## src/rtl/cursor_arm_regs.sv

```systemverilog
module cursor_arm_regs #(
  parameter int DW     = 32,
  parameter int POS_W  = 12,
  parameter int HGT_W  = 8,
  parameter int MODE_W = 3
) (
  input  logic                    clk,
  input  logic                    rst_n,
  input  logic                    wr_en,
  input  logic [1:0]              wr_sel,
  input  logic [DW-1:0]           wr_data,
  input  logic                    vblank,
  output logic [DW-1:0]           cur_ctrl,
  output logic [DW-1:0]           cur_base,
  output logic signed [POS_W:0]   cur_x,
  output logic signed [POS_W:0]   cur_y,
  output logic                    cur_ph_en,
  output logic [HGT_W:0]          cur_ph_lines,
  output logic [MODE_W-1:0]       cur_mode,
  output logic                    cur_enable,
  output logic                    armed
);
  localparam logic [1:0] SEL_CTRL = 2'd0;
  localparam logic [1:0] SEL_POS  = 2'd1;
  localparam logic [1:0] SEL_BASE = 2'd2;
  localparam logic [1:0] SEL_PH   = 2'd3;
  localparam int HALF   = DW / 2;
  localparam int XS_BIT = HALF - 1;
  localparam int YS_BIT = DW - 1;
  localparam int PHE_BIT = DW - 1;

  logic [DW-1:0] pend_ctrl, pend_pos, pend_base, pend_ph;
  logic [DW-1:0] act_pos, act_ph;

  logic wr_ctrl, wr_pos, wr_base, wr_ph;
  assign wr_ctrl = wr_en && wr_sel == SEL_CTRL;
  assign wr_pos  = wr_en && wr_sel == SEL_POS;
  assign wr_base = wr_en && wr_sel == SEL_BASE;
  assign wr_ph   = wr_en && wr_sel == SEL_PH;

  logic turning_on, arm_wr, latch;
  assign turning_on = wr_ctrl && cur_ctrl[MODE_W-1:0] == '0 && wr_data[MODE_W-1:0] != '0;
  assign arm_wr     = wr_base || turning_on;
  assign latch      = vblank && armed;

  always_ff @(posedge clk) begin
    if (!rst_n) begin
      pend_ctrl <= '0;
      pend_pos  <= '0;
      pend_base <= '0;
      pend_ph   <= '0;
    end else begin
      if (wr_ctrl) pend_ctrl <= wr_data;
      if (wr_pos)  pend_pos  <= wr_data;
      if (wr_base) pend_base <= wr_data;
      if (wr_ph)   pend_ph   <= wr_data;
    end
  end

  always_ff @(posedge clk) begin
    if (!rst_n) begin
      cur_ctrl <= '0;
      cur_base <= '0;
      act_pos  <= '0;
      act_ph   <= '0;
    end else if (latch) begin
      cur_ctrl <= pend_ctrl;
      cur_base <= pend_base;
      act_pos  <= pend_pos;
      act_ph   <= pend_ph;
    end
  end

  always_ff @(posedge clk) begin
    if (!rst_n)                armed <= 1'b0;
    else if (arm_wr)           armed <= 1'b1;
    else if (wr_en || vblank)  armed <= 1'b0;
  end

  logic [POS_W:0] x_mag, y_mag;
  assign x_mag = {1'b0, act_pos[POS_W-1:0]};
  assign y_mag = {1'b0, act_pos[HALF+POS_W-1:HALF]};
  assign cur_x = act_pos[XS_BIT] ? -$signed(x_mag) : $signed(x_mag);
  assign cur_y = act_pos[YS_BIT] ? -$signed(y_mag) : $signed(y_mag);

  assign cur_ph_en    = act_ph[PHE_BIT];
  assign cur_ph_lines = {1'b0, act_ph[HGT_W-1:0]} + 1'b1;

  assign cur_mode   = cur_ctrl[MODE_W-1:0];
  assign cur_enable = |cur_mode;

  p_arm_base_r3: assert property (@(posedge clk) disable iff (!rst_n)
    wr_en && wr_sel == SEL_BASE |=> armed);

  p_latch_r3: assert property (@(posedge clk) disable iff (!rst_n)
    armed && vblank |=> cur_base == $past(pend_base) && cur_ctrl == $past(pend_ctrl));

  p_hold_r2: assert property (@(posedge clk) disable iff (!rst_n)
    !(armed && vblank) |=> $stable(cur_base) && $stable(cur_ctrl) && $stable(cur_x));

  p_arm_ctrl_r4: assert property (@(posedge clk) disable iff (!rst_n)
    wr_en && wr_sel == SEL_CTRL && !cur_enable && wr_data[MODE_W-1:0] != '0 |=> armed);

  p_no_arm_r5: assert property (@(posedge clk) disable iff (!rst_n)
    wr_en && wr_sel == SEL_CTRL && cur_enable |=> !armed);

  p_cancel_r6: assert property (@(posedge clk) disable iff (!rst_n)
    wr_en && (wr_sel == SEL_POS || wr_sel == SEL_PH) |=> !armed);

  p_status_r11: assert property (@(posedge clk) disable iff (!rst_n)
    armed && !vblank && !wr_en |=> armed);

endmodule

```

## config.mk

```make
export PLATFORM = sky130hd
export DESIGN_NAME = cursor_arm_regs
export DESIGN_NICKNAME = d
export VERILOG_FILES = /design/src/rtl/cursor_arm_regs.sv
export SDC_FILE = /design/constraint.sdc
export NUM_CORES = 1
export LEC_CHECK = 0
export ABC_CLOCK_PERIOD_IN_PS = 2100
export CORE_ASPECT_RATIO = 1.75
export CORE_MARGIN = 2
export CORE_UTILIZATION = 45
export DETAILED_ROUTE_END_ITERATION = 8
export PLACE_DENSITY = 0.7
export SKIP_LAST_GASP = 1
export SYNTH_ARGS = -nofsm -noshare
export SYNTH_HDL_FRONTEND = slang
export SYNTH_SLANG_ARGS = --single-unit
```

## constraint.sdc

```tcl
create_clock -name clk -period 2.1 [get_ports clk]
set_input_delay 0.42 -clock clk [delete_from_list [all_inputs] [get_ports clk]]
set_output_delay 0.42 -clock clk [all_outputs]
set_load 0.1 [all_outputs]
```

# Yosys cells after proc, flatten, opt, wreduce, memory -nomap -nowiden
# Index checks and enable logic that the tools add are counted.
[totals]
register_bits = 257
latch_bits = 0
ramBits = 0
rom_bits = 0
inputBits = 38
out_inout_bits = 105
wordCells = 33
n_memories = 0
[classes]
add_sub_neg = 3
mul = 0
div = 0
n_lt_le_gt_ge = 0
n_eq_ne = 3
shift = 0
mux = 4
bitwise_logic = 0
reduce_logical = 14
[op_table]
columns = ["operator", "n"]
rows = [
  ["$mux W13", 2],
  ["$neg A12 Y13", 2],
  ["$add A8 B1 Y9 const B", 1],
  ["$logic_and A1 B1 Y1", 7],
  ["$eq A2 B2 Y1 const B", 2],
  ["$logic_not A3 Y1", 1],
  ["$reduce_bool A3 Y1", 1],
  ["$reduce_or A3 Y1", 1],
  ["$eq A2 B1 Y1 const B", 1],
  ["$logic_not A2 Y1", 1],
  ["$logic_or A1 B1 Y1", 2],
  ["$mux W1", 2],
  ["$reduce_bool A2 Y1", 1],
]

# Longest topological paths before layout
# Gate-level depths: netlist of run 1.
[depth]
ltp_word = 6
mapped_depth = 6
mapped_depth_nobuf = 5

# Least setup slack after synthesis of run 1
# No wires, ideal clock.
[synth_path]
path_type = "flip-flop to output port"
start = "register act_pos[15]"
end = "output port cur_x[1]"
t_arrival_ns = 2.685
required_ns = 1.680
slack_ns = -1.005
stages_incl_launch_ff = 3
path_buffers = 1
path_cell_list = "dfxtp_1 buf_1 o21ai_0"
[synth_between]
elab_chain_len = 1
[synth_rtl]
columns = ["element", "line", "rtl"]
rows = [
  ["from (decl)", "33", "logic [DW-1:0] act_pos, act_ph;"],
  ["from (signal assigned)", "69", "act_pos <= pend_pos;"],
  ["$mux W13", "83", "assign cur_x = act_pos[XS_BIT] ? -$signed(x_mag) : $signed(x_mag);"],
  ["to (decl)", "15", "output logic signed [POS_W:0] cur_x,"],
]
# Every way passes these cells.

# Worst setup path in the final report of run 1
[layout_path]
start = "register act_pos[16]"
end = "output port cur_y[10]"
[layout_between]
elab_chain_len = 2
[layout_rtl]
columns = ["element", "line", "rtl"]
rows = [
  ["$neg A12 Y13", "84", "assign cur_y = act_pos[YS_BIT] ? -$signed(y_mag) : $signed(y_mag);"],
  ["$mux W13", "84", ""],
  ["to (decl)", "16", "output logic signed [POS_W:0] cur_y,"],
]
# Every way passes these cells.

==> flow_summary.html, run 1 <==
<table>
<tr><th>Metric</th><th>Value</th></tr>
<tr><th colspan="2">Layout</th></tr>
<tr><td>Proportion of layout cells with a drive suffix above 1</td><td>about a quarter</td></tr>
<tr><td>Area of the multi-input gates</td><td>between 4000 and 5000 um2</td></tr>
<tr><td>Highest-count cells in the layout ignoring fill and taps</td><td>399 x sky130_fd_sc_hd__nand2_1, 194 x sky130_fd_sc_hd__a21boi_0, 187 x sky130_fd_sc_hd__dfxtp_1, 113 x sky130_fd_sc_hd__buf_4, 46 x sky130_fd_sc_hd__buf_12</td></tr>
<tr><td>Area growth from synthesis to layout</td><td>43.12%</td></tr>
<tr><td>Nets@finish</td><td>between 1000 and 1500</td></tr>
<tr><td>FF/Latch Area</td><td>~4000 um2</td></tr>
<tr><td>Count of antenna diodes in the layout</td><td>0</td></tr>
<tr><td>Fillers</td><td>between 1500 and 2000</td></tr>
<tr><td>Most common cell after layout, fill and taps aside</td><td>sky130_fd_sc_hd__nand2_1</td></tr>
<tr><th colspan="2">Power</th></tr>
<tr><td>Peak supply drop</td><td>roughly 0.58 mV</td></tr>
<tr><td>Power density cells</td><td>approximately 660 nW/um2</td></tr>
<tr><td>Net switching share of the total power</td><td>24.12%</td></tr>
<tr><td>Internal</td><td>5773 uW</td></tr>
<tr><td>Share of power burned in combinational logic</td><td>7.2%</td></tr>
<tr><td>Total leakage power</td><td>~0.0043 uW</td></tr>
<tr><td>Clock share of power</td><td>between 40% and 50%</td></tr>
<tr><td>Flop pwr share</td><td>just over 50%</td></tr>
<tr><td>Sw Pwr</td><td>around 1800 uW</td></tr>
<tr><th colspan="2">Critical path</th></tr>
<tr><td>Top delay family on crit path</td><td>simple AND/OR/NAND/NOR gates</td></tr>
<tr><td>List of cells traversed by the critical path</td><td>inv_2, ha_4, or4b_4, buf_6, o31ai_4, xnor2_4, buf_12</td></tr>
<tr><td>Category of the worst setup path capture point</td><td>output port</td></tr>
<tr><td>Required time of the critical path</td><td>approximately 1.7 ns</td></tr>
<tr><td>Buffers plus inverters on the worst setup path</td><td>3</td></tr>
<tr><td>Crit-path max FO</td><td>3</td></tr>
<tr><td>Start-to-end type of the worst setup path</td><td>flip-flop to output port</td></tr>
<tr><td>Cell with the largest stage delay on the worst path</td><td>sky130_fd_sc_hd__or4b_4</td></tr>
<tr><td>CP max stage delay</td><td>between 0.4 and 0.5 ns</td></tr>
<tr><td>Worst path arrival time</td><td>between 2 and 2.5 ns</td></tr>
<tr><td>Launching element type of the critical path</td><td>flip-flop</td></tr>
<tr><th colspan="2">Clocking</th></tr>
<tr><td>Clock Latency Late Sink</td><td>between 0.4 and 0.5 ns</td></tr>
<tr><td>Number of H-tree branching levels</td><td>4</td></tr>
<tr><td>Maximum buffer depth of the clock tree</td><td>2</td></tr>
<tr><td>Number of buffers created by CTS</td><td>17</td></tr>
<tr><td>TritonCTS clock tree</td><td>done</td></tr>
<tr><td>Cell at the root of the clock tree</td><td>sky130_fd_sc_hd__clkbuf_16</td></tr>
<tr><td>CTS clk-pin slew, worst paths</td><td>approximately 0.07 ns</td></tr>
<tr><td>Total number of clock tree sinks</td><td>just under 200</td></tr>
<tr><th colspan="2">Global route</th></tr>
<tr><td>Total congestion overflow after global routing</td><td>0</td></tr>
<tr><td>Number of antenna violations at the first check in global routing</td><td>0</td></tr>
<tr><td>Wire length of the first global-routing pass</td><td>32.49 mm</td></tr>
<tr><td>Vias in the first global route</td><td>between 6000 and 7000</td></tr>
<tr><td>Maximum number of pins on one net before global-route repair</td><td>between 50 and 60</td></tr>
<tr><td>GRT Util Overall</td><td>a little over a fifth</td></tr>
<tr><th colspan="2">Routing</th></tr>
<tr><td>Number of vias per cell</td><td>around 5.0</td></tr>
<tr><td>Total wire length</td><td>19.55 mm</td></tr>
<tr><td>Initial DRC Count</td><td>252</td></tr>
<tr><td>Average wire per standard cell</td><td>between 10 and 15 um</td></tr>
<tr><td>Via total after detailed routing</td><td>around 6700</td></tr>
<tr><td>DRT antenna net count</td><td>0</td></tr>
<tr><td>Post-route DRC violation count</td><td>0</td></tr>
<tr><td>First drt pass iteration count</td><td>4</td></tr>
<tr><th colspan="2">Place</th></tr>
<tr><td>IO buf count</td><td>about 140</td></tr>
<tr><td>Worst Setup Slack post-DPL</td><td>-0.1391 ns</td></tr>
<tr><td>Final weighted congestion of routability-driven global placement</td><td>a little under 0.8</td></tr>
<tr><td>HPWL after DPL</td><td>approximately 14 mm</td></tr>
<tr><th colspan="2">Logic synthesis</th></tr>
<tr><td>Synth warnings</td><td>0</td></tr>
<tr><td>Syn nets</td><td>1003</td></tr>
<tr><td>Mapped cell area</td><td>7994 um2</td></tr>
<tr><td>Number of enable-type register cells in the synthesized netlist</td><td>0</td></tr>
<tr><td>Synthesized netlist cell count</td><td>approximately 960</td></tr>
<tr><td>Post-synth top flop</td><td>sky130_fd_sc_hd__dfxtp_1</td></tr>
<tr><td>Number of distinct standard cells referenced by the synthesized netlist</td><td>38</td></tr>
<tr><td>Syn Area/Cell</td><td>between 8 and 9 um2</td></tr>
<tr><td>Fraction of registers with async set or reset after synthesis</td><td>0%</td></tr>
<tr><td>Flop and latch count out of synthesis</td><td>199</td></tr>
<tr><td>Portion of the post-synthesis area used by sequential elements</td><td>approximately 50%</td></tr>
<tr><th colspan="2">Floorplan</th></tr>
<tr><td>DIE HEIGHT</td><td>180.3 um</td></tr>
<tr><td>Standard cell core area</td><td>around 17000 um2</td></tr>
<tr><td>Die ar.</td><td>between 15000 and 20000 um2</td></tr>
<tr><td># IOs</td><td>about 140</td></tr>
<tr><td>Number of rows created at floorplan</td><td>64</td></tr>
<tr><td>Initial core utilization</td><td>a little under half</td></tr>
<tr><td>Width of the die</td><td>between 100 and 150 um</td></tr>
<tr><th colspan="2">STA</th></tr>
<tr><td>Fmax achieved</td><td>382.6 MHz</td></tr>
<tr><td>Endpoints failing setup</td><td>18</td></tr>
<tr><td>Hold slack</td><td>0.4319 ns</td></tr>
<tr><td>Min cycle time layout</td><td>around 2.6 ns</td></tr>
<tr><td>Worst rel slew slack</td><td>approximately 73%</td></tr>
<tr><td>Number of max-slew violations in the final report</td><td>0</td></tr>
<tr><td>Unrepaired setup endpoints after global routing</td><td>yes</td></tr>
<tr><td>Post-route fraction of the period consumed by the critical path</td><td>124.4%</td></tr>
<tr><td>Clock Skew</td><td>0.006892 ns</td></tr>
<tr><td>Tightest Pin Transition</td><td>between 0.3 and 0.4 ns</td></tr>
<tr><td>Hold Violations, Final</td><td>0</td></tr>
<tr><td>Post-route setup slack</td><td>-0.5134 ns</td></tr>
<tr><th colspan="2">Hold path</th></tr>
<tr><td>Worst hold path class</td><td>input port to flip-flop</td></tr>
<tr><th colspan="2">Run status</th></tr>
<tr><td>Outcome</td><td>finished with violations</td></tr>
<tr><td>Violated checks</td><td>setup timing</td></tr>
<tr><th colspan="2">Job</th></tr>
<tr><td>Number of max-cap violations</td><td>0</td></tr>
</table>
synth_stat cells, drive strengths merged, types with 3 or more instances:
master | n | share of area (%)
a21boi | 198 | 19
buf | 12 | 0.95
clkbuf | 61 | 2.9
dfxtp | 199 | 50
ha | 3 | 0.47
inv | 7 | 0.33
nand2 | 401 | 19
nand3 | 4 | 0.25
o21ai | 8 | 0.50
o31ai | 7 | 0.72
o41ai | 5 | 0.88
or2 | 3 | 0.23
or3 | 4 | 0.31
or4 | 3 | 0.33
xnor2 | 25 | 2.7
flip-flops by register name, indices dropped and copies added (netlist names):
register,cells
pend_base,32
armed,1
act_ph,9
cur_ctrl,32
act_pos,26
pend_ph,9
pend_ctrl,32
pend_pos,26
cur_base,32
area by class of cell:
type | count | area share [%]
clock buffer | 18 | 3.839
clock inverter | 13 | 1.214
inverter | 7 | 0.3171
sequential | 199 | 35.04
multi-input combinational | 683 | 37.47
tap | 231 | 2.526
timing repair buffer | 205 | 19.60
stage by stage:
step | power, uW | std cells | cell area (um2) | utilization (%) | TNS [ns]
3_5_place_dp | 4510 | 1317 | 10560 | 60.49 | -0.4478
4_1_cts | 7666 | 1350 | 11280 | 64.60 | -5.966
3_3_place_gp | 4502 | 1317 | 10560 | 60.49 | -0.3157
2_1_floorplan | 4267 | 962 | 8433 | - | -1.205
6_report | 7607 | 1356 | 11440 | 65.54 | -6.483
5_1_grt | 7851 | 1356 | 11440 | 65.54 | -7.738
layer usage:
metal	track usage (%)	routed length [um]
met2	36.86	9970
met4	6.933	378
met5	0	0
met3	4.159	768
met1	25.39	8435
logic make-up (layout without fill, tap and decap cells):
| group | count (synthesis) | count (layout) | synth area share (%) |
|---|---|---|---|
| AOI/OAI and AO/OA | 221 | 221 | 21.10 |
| xor gates and xnor gates | 26 | 26 | 2.849 |
| adders and majority gates | 3 | 3 | 0.4696 |
| buffers and inverters | 80 | 243 | 4.148 |
| DFF | 199 | 199 | 49.84 |
| and+or+nand+nor | 433 | 433 | 21.60 |
worst paths after layout:
check	depth (start not counted)	slack, ns	endpoint	startpoint
hold / removal	2	0.43	act_ph[3]$_SDFFE_PN0P_	rst_n
setup / recovery	7	-0.51	cur_y[10]	act_pos[16]$_SDFFE_PN0P_
setup reg to reg	3	0.82	armed$_SDFFE_PN0P_	cur_ctrl[0]$_SDFFE_PN0P_
hold reg to reg	2	0.45	act_ph[3]$_SDFFE_PN0P_	pend_ph[3]$_SDFFE_PN0P_
what timing repair did:
action                                  4_1_cts  5_1_grt
resized for setup                            32       32
pin swaps                                    12       13
endpoints found under the setup margin       22       23
hold buffers                                  0        0
setup buffers                                 2        6
power by group through the flow:
stage | clock [uW] | sequential [uW] | combinational (uW)
after floorplan | 0 | 4000 | 262
after global placement | 0 | 3970 | 537
after detailed placement | 0 | 3970 | 542
after CTS | 3240 | 3880 | 547
after global routing | 3380 | 3880 | 587
final | 3190 | 3880 | 545
Note: power is estimated with default switching activity, not from simulation.
==> run 2: changes to the inputs <==
CAP_MARGIN = 15   (was unset)
==> results of run 2 <==
No change in the layout: final DEF, timing and power equal those of run 1.
